===== config.mk =====
export PLATFORM = sky130hd
export DESIGN_NAME = uart_mp_addr_filter
export DESIGN_NICKNAME = d
export VERILOG_FILES = /design/src/rtl/uart_af_pkg.sv /design/src/rtl/uart_af_regs.sv /design/src/rtl/uart_af_match.sv /design/src/rtl/uart_af_ctrl.sv /design/src/rtl/uart_mp_addr_filter.sv
export SDC_FILE = /design/constraint.sdc
export NUM_CORES = 1
export LEC_CHECK = 0
export BUFFER_PORTS_ARGS = -buffer_cell sky130_fd_sc_hd__buf_2
export CAP_MARGIN = 0
export CORE_ASPECT_RATIO = 1.75
export CORE_MARGIN = 2
export CORE_UTILIZATION = 49
export CTS_BUF_LIST = sky130_fd_sc_hd__clkbuf_4 sky130_fd_sc_hd__clkbuf_8
export CTS_CLUSTER_SIZE = 10
export DETAILED_ROUTE_END_ITERATION = 7
export GPL_TIMING_DRIVEN = 1
export MAX_ROUTING_LAYER = met4
export PLACE_DENSITY = 0.81
export SYNTH_ARGS = -nofsm -noshare
export SYNTH_HDL_FRONTEND = slang
export SYNTH_HIERARCHICAL = 1
export SYNTH_SLANG_ARGS = --single-unit

===== constraint.sdc =====
create_clock -name clk -period 1.62 [get_ports clk]
set_input_delay 0.324 -clock clk [delete_from_list [all_inputs] [get_ports clk]]
set_output_delay 0.324 -clock clk [all_outputs]
set_load 0.01 [all_outputs]

===== src/rtl/uart_af_pkg.sv =====
package uart_af_pkg;
  typedef enum logic {
    SEL_ADDR = 1'b0,
    SEL_MASK = 1'b1
  } reg_sel_e;
endpackage


===== src/rtl/uart_af_regs.sv =====
module uart_af_regs
  import uart_af_pkg::*;
#(
  parameter int DW = 8
) (
  input  logic          clk,
  input  logic          rst_n,
  input  logic          we_i,
  input  logic          sel_i,
  input  logic [DW-1:0] wdata_i,
  output logic [DW-1:0] addr_o,
  output logic [DW-1:0] mask_o
);
  logic [DW-1:0] addr_q, addr_d;
  logic [DW-1:0] mask_q, mask_d;
  logic          addr_en, mask_en;

  always_comb begin
    addr_en = we_i && (reg_sel_e'(sel_i) == SEL_ADDR);
    mask_en = we_i && (reg_sel_e'(sel_i) == SEL_MASK);
    addr_d  = wdata_i;
    mask_d  = wdata_i;
  end

  always_ff @(posedge clk or negedge rst_n) begin
    if (!rst_n) begin
      addr_q <= '0;
      mask_q <= '0;
    end else begin
      if (addr_en) addr_q <= addr_d;
      if (mask_en) mask_q <= mask_d;
    end
  end

  assign addr_o = addr_q;
  assign mask_o = mask_q;

  AST_ADDR_WRITE: assert property (@(posedge clk) disable iff (!rst_n)
    (we_i && !sel_i) |=> (addr_o == $past(wdata_i)));
  AST_MASK_HOLD: assert property (@(posedge clk) disable iff (!rst_n)
    !(we_i && sel_i) |=> $stable(mask_o));
endmodule


===== src/rtl/uart_af_match.sv =====
module uart_af_match #(
  parameter int DW = 8
) (
  input  logic [DW-1:0] addr_i,
  input  logic [DW-1:0] mask_i,
  input  logic [DW-1:0] data_i,
  output logic          hit_o
);
  logic [DW-1:0] given_ok;
  logic [DW-1:0] bcast_ok;

  for (genvar i = 0; i < DW; i++) begin : g_bit
    assign given_ok[i] = !mask_i[i] || (data_i[i] == addr_i[i]);
    assign bcast_ok[i] = !(addr_i[i] || mask_i[i]) || data_i[i];
  end

  assign hit_o = (&given_ok) || (&bcast_ok);

  always_comb begin
    if (addr_i == '0 && mask_i == '0)
      AST_OPEN_WHEN_ZERO: assert (hit_o);
    if (&data_i)
      AST_ALL_ONES_HITS: assert (hit_o);
  end
endmodule


===== src/rtl/uart_af_ctrl.sv =====
module uart_af_ctrl #(
  parameter int DW = 8
) (
  input  logic          clk,
  input  logic          rst_n,
  input  logic          mode9_i,
  input  logic          valid_i,
  input  logic [DW-1:0] data_i,
  input  logic          bit9_i,
  input  logic          stop_i,
  input  logic          hit_i,
  input  logic          clr_flag_i,
  input  logic          clr_en_i,
  input  logic          clr_ferr_i,
  output logic          flag_o,
  output logic [DW-1:0] buf_o,
  output logic          en_o,
  output logic          ferr_o
);
  logic          flag_q, flag_d;
  logic          en_q, en_d;
  logic          ferr_q, ferr_d;
  logic [DW-1:0] buf_q;
  logic          take_addr, take_data, load;

  always_comb begin
    take_addr = valid_i && mode9_i && bit9_i && hit_i;
    take_data = valid_i && (mode9_i ? (!bit9_i && en_q) : 1'b1);
    load      = take_addr || take_data;
    flag_d    = load ? 1'b1 : (clr_flag_i ? 1'b0 : flag_q);
    en_d      = take_addr ? 1'b1 : (clr_en_i ? 1'b0 : en_q);
    ferr_d    = (valid_i && !stop_i) ? 1'b1 : (clr_ferr_i ? 1'b0 : ferr_q);
  end

  always_ff @(posedge clk or negedge rst_n) begin
    if (!rst_n) begin
      flag_q <= 1'b0;
      en_q   <= 1'b0;
      ferr_q <= 1'b0;
      buf_q  <= '0;
    end else begin
      flag_q <= flag_d;
      en_q   <= en_d;
      ferr_q <= ferr_d;
      if (load) buf_q <= data_i;
    end
  end

  assign flag_o = flag_q;
  assign buf_o  = buf_q;
  assign en_o   = en_q;
  assign ferr_o = ferr_q;

  AST_MATCH_OPENS: assert property (@(posedge clk) disable iff (!rst_n)
    (valid_i && mode9_i && bit9_i && hit_i) |=> (en_o && flag_o));
  AST_MISS_KEEPS_BUF: assert property (@(posedge clk) disable iff (!rst_n)
    (valid_i && mode9_i && bit9_i && !hit_i) |=> $stable(buf_o));
  AST_CLOSED_DROPS: assert property (@(posedge clk) disable iff (!rst_n)
    (valid_i && mode9_i && !bit9_i && !en_o) |=> $stable(buf_o));
  AST_FERR_SET: assert property (@(posedge clk) disable iff (!rst_n)
    (valid_i && !stop_i) |=> ferr_o);
  AST_FERR_STICKY: assert property (@(posedge clk) disable iff (!rst_n)
    (ferr_o && !clr_ferr_i) |=> ferr_o);
  AST_BYTE8_TAKEN: assert property (@(posedge clk) disable iff (!rst_n)
    (valid_i && !mode9_i) |=> (flag_o && $stable(en_o)));
endmodule


===== src/rtl/uart_mp_addr_filter.sv =====
module uart_mp_addr_filter #(
  parameter int DW = 8
) (
  input  logic          clk,
  input  logic          rst_n,
  input  logic          mode9,
  input  logic          frm_valid,
  input  logic [DW-1:0] frm_data,
  input  logic          frm_bit9,
  input  logic          frm_stop,
  input  logic          reg_we,
  input  logic          reg_sel,
  input  logic [DW-1:0] reg_wdata,
  input  logic          clr_rxflag,
  input  logic          clr_rxen,
  input  logic          clr_ferr,
  output logic [DW-1:0] addr_q,
  output logic [DW-1:0] mask_q,
  output logic          rx_flag,
  output logic [DW-1:0] rx_buf,
  output logic          rx_data_en,
  output logic          ferr
);
  logic [1:0] rst_sync;
  logic       rst_int_n;
  logic       hit;

  always_ff @(posedge clk or negedge rst_n) begin
    if (!rst_n) rst_sync <= 2'b00;
    else        rst_sync <= {rst_sync[0], 1'b1};
  end
  assign rst_int_n = rst_sync[1];

  uart_af_regs #(.DW(DW)) u_regs (
    .clk(clk), .rst_n(rst_int_n), .we_i(reg_we), .sel_i(reg_sel),
    .wdata_i(reg_wdata), .addr_o(addr_q), .mask_o(mask_q)
  );

  uart_af_match #(.DW(DW)) u_match (
    .addr_i(addr_q), .mask_i(mask_q), .data_i(frm_data), .hit_o(hit)
  );

  uart_af_ctrl #(.DW(DW)) u_ctrl (
    .clk(clk), .rst_n(rst_int_n), .mode9_i(mode9), .valid_i(frm_valid),
    .data_i(frm_data), .bit9_i(frm_bit9), .stop_i(frm_stop), .hit_i(hit),
    .clr_flag_i(clr_rxflag), .clr_en_i(clr_rxen), .clr_ferr_i(clr_ferr),
    .flag_o(rx_flag), .buf_o(rx_buf), .en_o(rx_data_en), .ferr_o(ferr)
  );
endmodule


## Word level (Yosys, flattened, before mapping)

Cells that the tools add are included.

- Register bits: 29
- Bits in latches: 0
- Memory bits (writable): 0
- ROM bits: 0
- Input bits: 27
- Logic and storage cells: 80
- Memories kept: 0

- Add/subtract/negate cells: 0
- Multiply operators: 0
- Div/mod/pow operators: 0
- Magnitude comparators: 0
- Eq/ne operators: 8
- Shift operators: 0
- Multiplexer cells: 7
- Bitwise gates (word level): 1
- Reductions and logical operators: 57

Operators with widths:

| operator | count |
|---|---|
| logical OR 1 bit | 26 |
| logical NOT 1 bit | 18 |
| AND reduction 8 bit | 2 |
| equality test 1 bit | 8 |
| logical AND 1 bit | 8 |
| 2-to-1 mux 1 bit | 7 |
| nonzero test 2 bit | 3 |
| inverter 1 bit | 1 |

## Longest topological paths before layout

- Depth in word-level cells: 8
- Depth in mapped cells: 7

## Cells and area by module

Netlist, hierarchy kept.

Modules (own cells, without submodules):

| module | times used | cells an instance | area an instance (µm²) |
|---|---|---|---|
| uart_af_regs | 1 | 35 | 641.9 |
| uart_af_ctrl | 1 | 29 | 432.9 |
| uart_af_match | 1 | 26 | 185.2 |
| uart_mp_addr_filter | 1 | 3 | 53.8 |

## Worst setup path after synthesis

OpenSTA, ideal clock, no wires.

- Path kind: reg-to-reg
- From: register u_regs.addr_q[6], in the netlist u_regs/addr_o[6]
- To: register u_ctrl.buf_q[0], in the netlist u_ctrl/buf_o[0]
- Arrival: 1.741 ns
- Path slack: -0.246 ns
- Stages on the path, launching flop included: 8
- Period minus slack after synthesis: 1.866 ns
- Path through: dfrtp_1 xor2_1 a22oi_1 nand4_1 o31ai_2 mux2i_1 a21oi_4 mux2_2

- Cells in the longest elaborated chain, start to end: 7
- Elaborated cells on any way between the ends: 10
- Those cells by class: 1 x eq/ne; 9 x reduce/logical

RTL lines:

| what | RTL line | text |
|---|---|---|
| start, declared | uart_af_regs.sv:14 | `logic [DW-1:0] addr_q, addr_d;` |
| start signal, assigned | uart_af_regs.sv:30 | `if (addr_en) addr_q <= addr_d;` |
| logical OR 1 bit | uart_af_match.sv:14 | `assign bcast_ok[i] = !(addr_i[i] \|\| mask_i[i]) \|\| data_i[i];` |
| logical NOT 1 bit | uart_af_match.sv:14 |  |
| logical OR 1 bit | uart_af_match.sv:14 |  |
| AND reduction 8 bit | uart_af_match.sv:17 | `assign hit_o = (&given_ok) \|\| (&bcast_ok);` |
| logical OR 1 bit (*) | uart_af_match.sv:17 |  |
| named net hit | uart_mp_addr_filter.sv:26 | `logic hit;` |
| logical AND 1 bit (*) | uart_af_ctrl.sv:27 | `take_addr = valid_i && mode9_i && bit9_i && hit_i;` |
| logical OR 1 bit (*) | uart_af_ctrl.sv:29 | `load = take_addr \|\| take_data;` |
| end signal, assigned | uart_af_ctrl.sv:45 | `if (load) buf_q <= data_i;` |
| end, declared | uart_af_ctrl.sv:23 | `logic [DW-1:0] buf_q;` |

The timed path passes the listed nets; every way through them passes the cells marked *.
A chain may end at the register's enable or synchronous reset.

## Worst setup path after layout

- From: register u_regs.addr_q[6], in the netlist u_regs/addr_o[6]
- To: register u_ctrl.buf_q[3], in the netlist u_ctrl/buf_o[3]

The elaborated chain is that of the path after synthesis.

==> impl_results.md <==
* CP max FO at 5
* First-pass GRT wire length at 5347 µm
* Vias at 1081
* Total CTS buffers at 5
* Pre-CTS WS at -0.4087 ns
* Total power at 2.466 mW
* Initial Util at 52.08%
* GR Util All Layers at 23.99%
* Cell Rows at 24
* Total Neg Setup Slack at -2.634 ns
* Final Util at 79.17%
* Mapped Nets at 120
* Placer congestion estimate at 0.7446
* Diode count at 0
* Setup slack after layout at -0.3211 ns
* Endpoints failing setup at 9
* Max-slew violations at 0
* Hpwl dp at 2491 µm
* Leakage power at 1.043 nW
* First-pass DRT Iterations at 4
* Arrival time at the worst endpoint at 2.10 ns
* Placed instance count at 196
* Routed Antenna Nets at 0
* Count of state elements after synthesis at 29
* Port Buf Inserts at 53
* YS warnings at 6
* Register area share after synthesis at 55.24%
* HP Class: in -> reg
* CTS tree: built
* Fin Clk Skew at 0.005271 ns
* WHS at 0.2266 ns
* Die area at 0.003127 mm²
* Starting DRC count in detailed routing at 23
* Die width at 43.14 µm
* Routed Wire Length at 3235 µm
* Max-capacitance violation count at 0
* CTS Sinks at 29
* Data required time at the worst endpoint at 1.78 ns
* Final min period at 1.941 ns
* RSZ-0062 raised after global routing: true
* Initial antenna violation count at 0
* Outcome: finished with violations
* Die Height at 72.50 µm
* Clock root buffer: clkbuf_8
* Fmax at 515.2 MHz
* Later-pin clock latency in the skew report at 0.28 ns
* Critical path class: reg -> reg
* Routed vias/inst at 5.197
* Vias in the first global route at 1266
* Period utilization at 119.8%
* CTS max path bufs at 2
* Core area at 0.002522 mm²
* Gr ovfl total at 0
* Area Growth Syn to Fin at 52.00%
* Peak supply drop at 1022 µV
* Mean post-synth cell area at 14.13 µm²
* Post-Synthesis Cells at 93
* Largest net degree at the start of global routing at 28
* Final Hold Violating Endpoints at 0
* Failing checks: negative setup slack
* Post-DP Area at 0.001788 mm²
* Htree depth at 2
* PD cells at 1235 mW/mm²
* Area of the mapped netlist at 0.001314 mm²
* Design area at 0.001997 mm²
* Fraction of layout instances using a drive strength above 1 at 65.93%
* Startpoint types: register
* DRC at 0
* # IOs at 54
* Final net count at 208
* Reg clk slew, reported paths at 0.06 ns
* Post-synth cell types at 20
* Worst setup EP type: register
* DR WL/cell at 15.55 µm
* Final cell count without fillers at 208
-- what timing repair did --
| item | CTS | global route |
|---|---|---|
| hold buffers | 1 | 0 |
| endpoints found under the setup margin | 9 | 9 |
| setup buffers | 1 | 1 |
| endpoints found under the hold margin | 2 | 0 |
| pin swaps | 5 | 6 |
| gates cloned | 1 | 0 |
| gates resized for setup | 1 | 9 |
-- power by group --
| part | switching [mW] | internal, mW | leakage (nW) |
|---|---|---|---|
| clock network | 0.267 | 0.610 | 0.0681 |
| logic | 0.285 | 0.385 | 0.632 |
| registers | 0.0825 | 0.837 | 0.343 |
-- cells in the mapped netlist --
cell type,instances,share of area (%)
o221ai_2,1,1.1
a21o_2,1,0.67
o22ai_1,3,1.4
o22a_1,1,0.67
inv_1,4,1.1
nand4_1,2,0.95
conb_1,1,0.29
o21ai_0,1,0.38
mux2_4,8,9.1
dfrtp_1,29,55
xor2_1,8,5.3
o31ai_2,1,0.95
buf_6,1,0.86
nor2_1,8,2.3
a22oi_1,4,2.3
nand2b_4,1,1.0
mux2i_1,1,0.76
nand2_2,1,0.48
mux2_2,16,14
a21oi_4,1,1.2
-- worst max-delay path: stages, from the launching register on --
cell,delay (ns)
dfrtp_1,0.40
nor2_1,0.14
o22a_1,0.15
o221ai_2,0.08
o31ai_2,0.24
mux2i_2,0.18
a21oi_4,0.29
mux2_4,0.33
-- logic make-up after synthesis --
logic type	Yosys count	synth area share, %
and+or+nand+nor	12	4.762
AOI/OAI and AO/OA	13	8.762
muxes	25	23.62
xor gates and xnor gates	8	5.334
buffers and inverters	5	2.000
DFF	29	55.24
other	1	0.2854
-- cell usage in the layout, fill, tap and decap left out, types with 2 or more instances in the layout --
cell and instances:
buf_2 53, dfrtp_1 29, buf_4 27, mux2_4 16
nor2_1 8, xor2_1 8, mux2_2 8, clkbuf_8 5
inv_1 4, a22oi_1 4, o22ai_1 3, bufinv_16 2
a21oi_4 2, nand4_1 2
-- metal layers --
metal | global-route usage [%] | routed length (µm) | up-vias
met4 | 12.46 | 79 | 0
met3 | 6.965 | 208 | 8
met2 | 43.62 | 1899 | 41
met1 | 21.42 | 1047 | 524
met5 | - | 0 | -
li1 | - | - | 508
-- worst paths after layout --
| path | startpoint | end | slack, ns | depth (start not counted) |
|---|---|---|---|---|
| setup / recovery | u_regs/addr_o[6] | u_ctrl/buf_o[3] | -0.32 | 7 |
| setup reg to reg | u_regs/addr_o[6] | u_ctrl/buf_o[3] | -0.32 | 7 |
| min in group asynchronous | rst_sync[1] | u_regs/mask_o[5] | 0.24 | 1 |
| max in group asynchronous | rst_sync[1] | u_ctrl/flag_o | 1.11 | 1 |
| hold / removal | clr_rxen | u_ctrl/en_o | 0.23 | 2 |
| hold reg to reg | rst_sync[1] | u_regs/mask_o[5] | 0.24 | 1 |
-- final cells by class --
class / count / area (µm²)
clock buffer: 5 / 68.82
clock inverter: 3 / 65.06
fill: 182 / 525.5
inverter: 4 / 15.01
multi-input combinational: 60 / 611.8
sequential: 29 / 725.7
tap: 26 / 32.53
timing repair buffer: 81 / 478.0
-- flip-flops by register name (all words and copies together), names as in the netlist --
register,flops
u_ctrl/ferr_o,1
u_ctrl/buf_o,8
u_regs/mask_o,8
rst_sync,2
u_regs/addr_o,8
u_ctrl/en_o,1
u_ctrl/flag_o,1
Power figures use the tool's default switching activity.
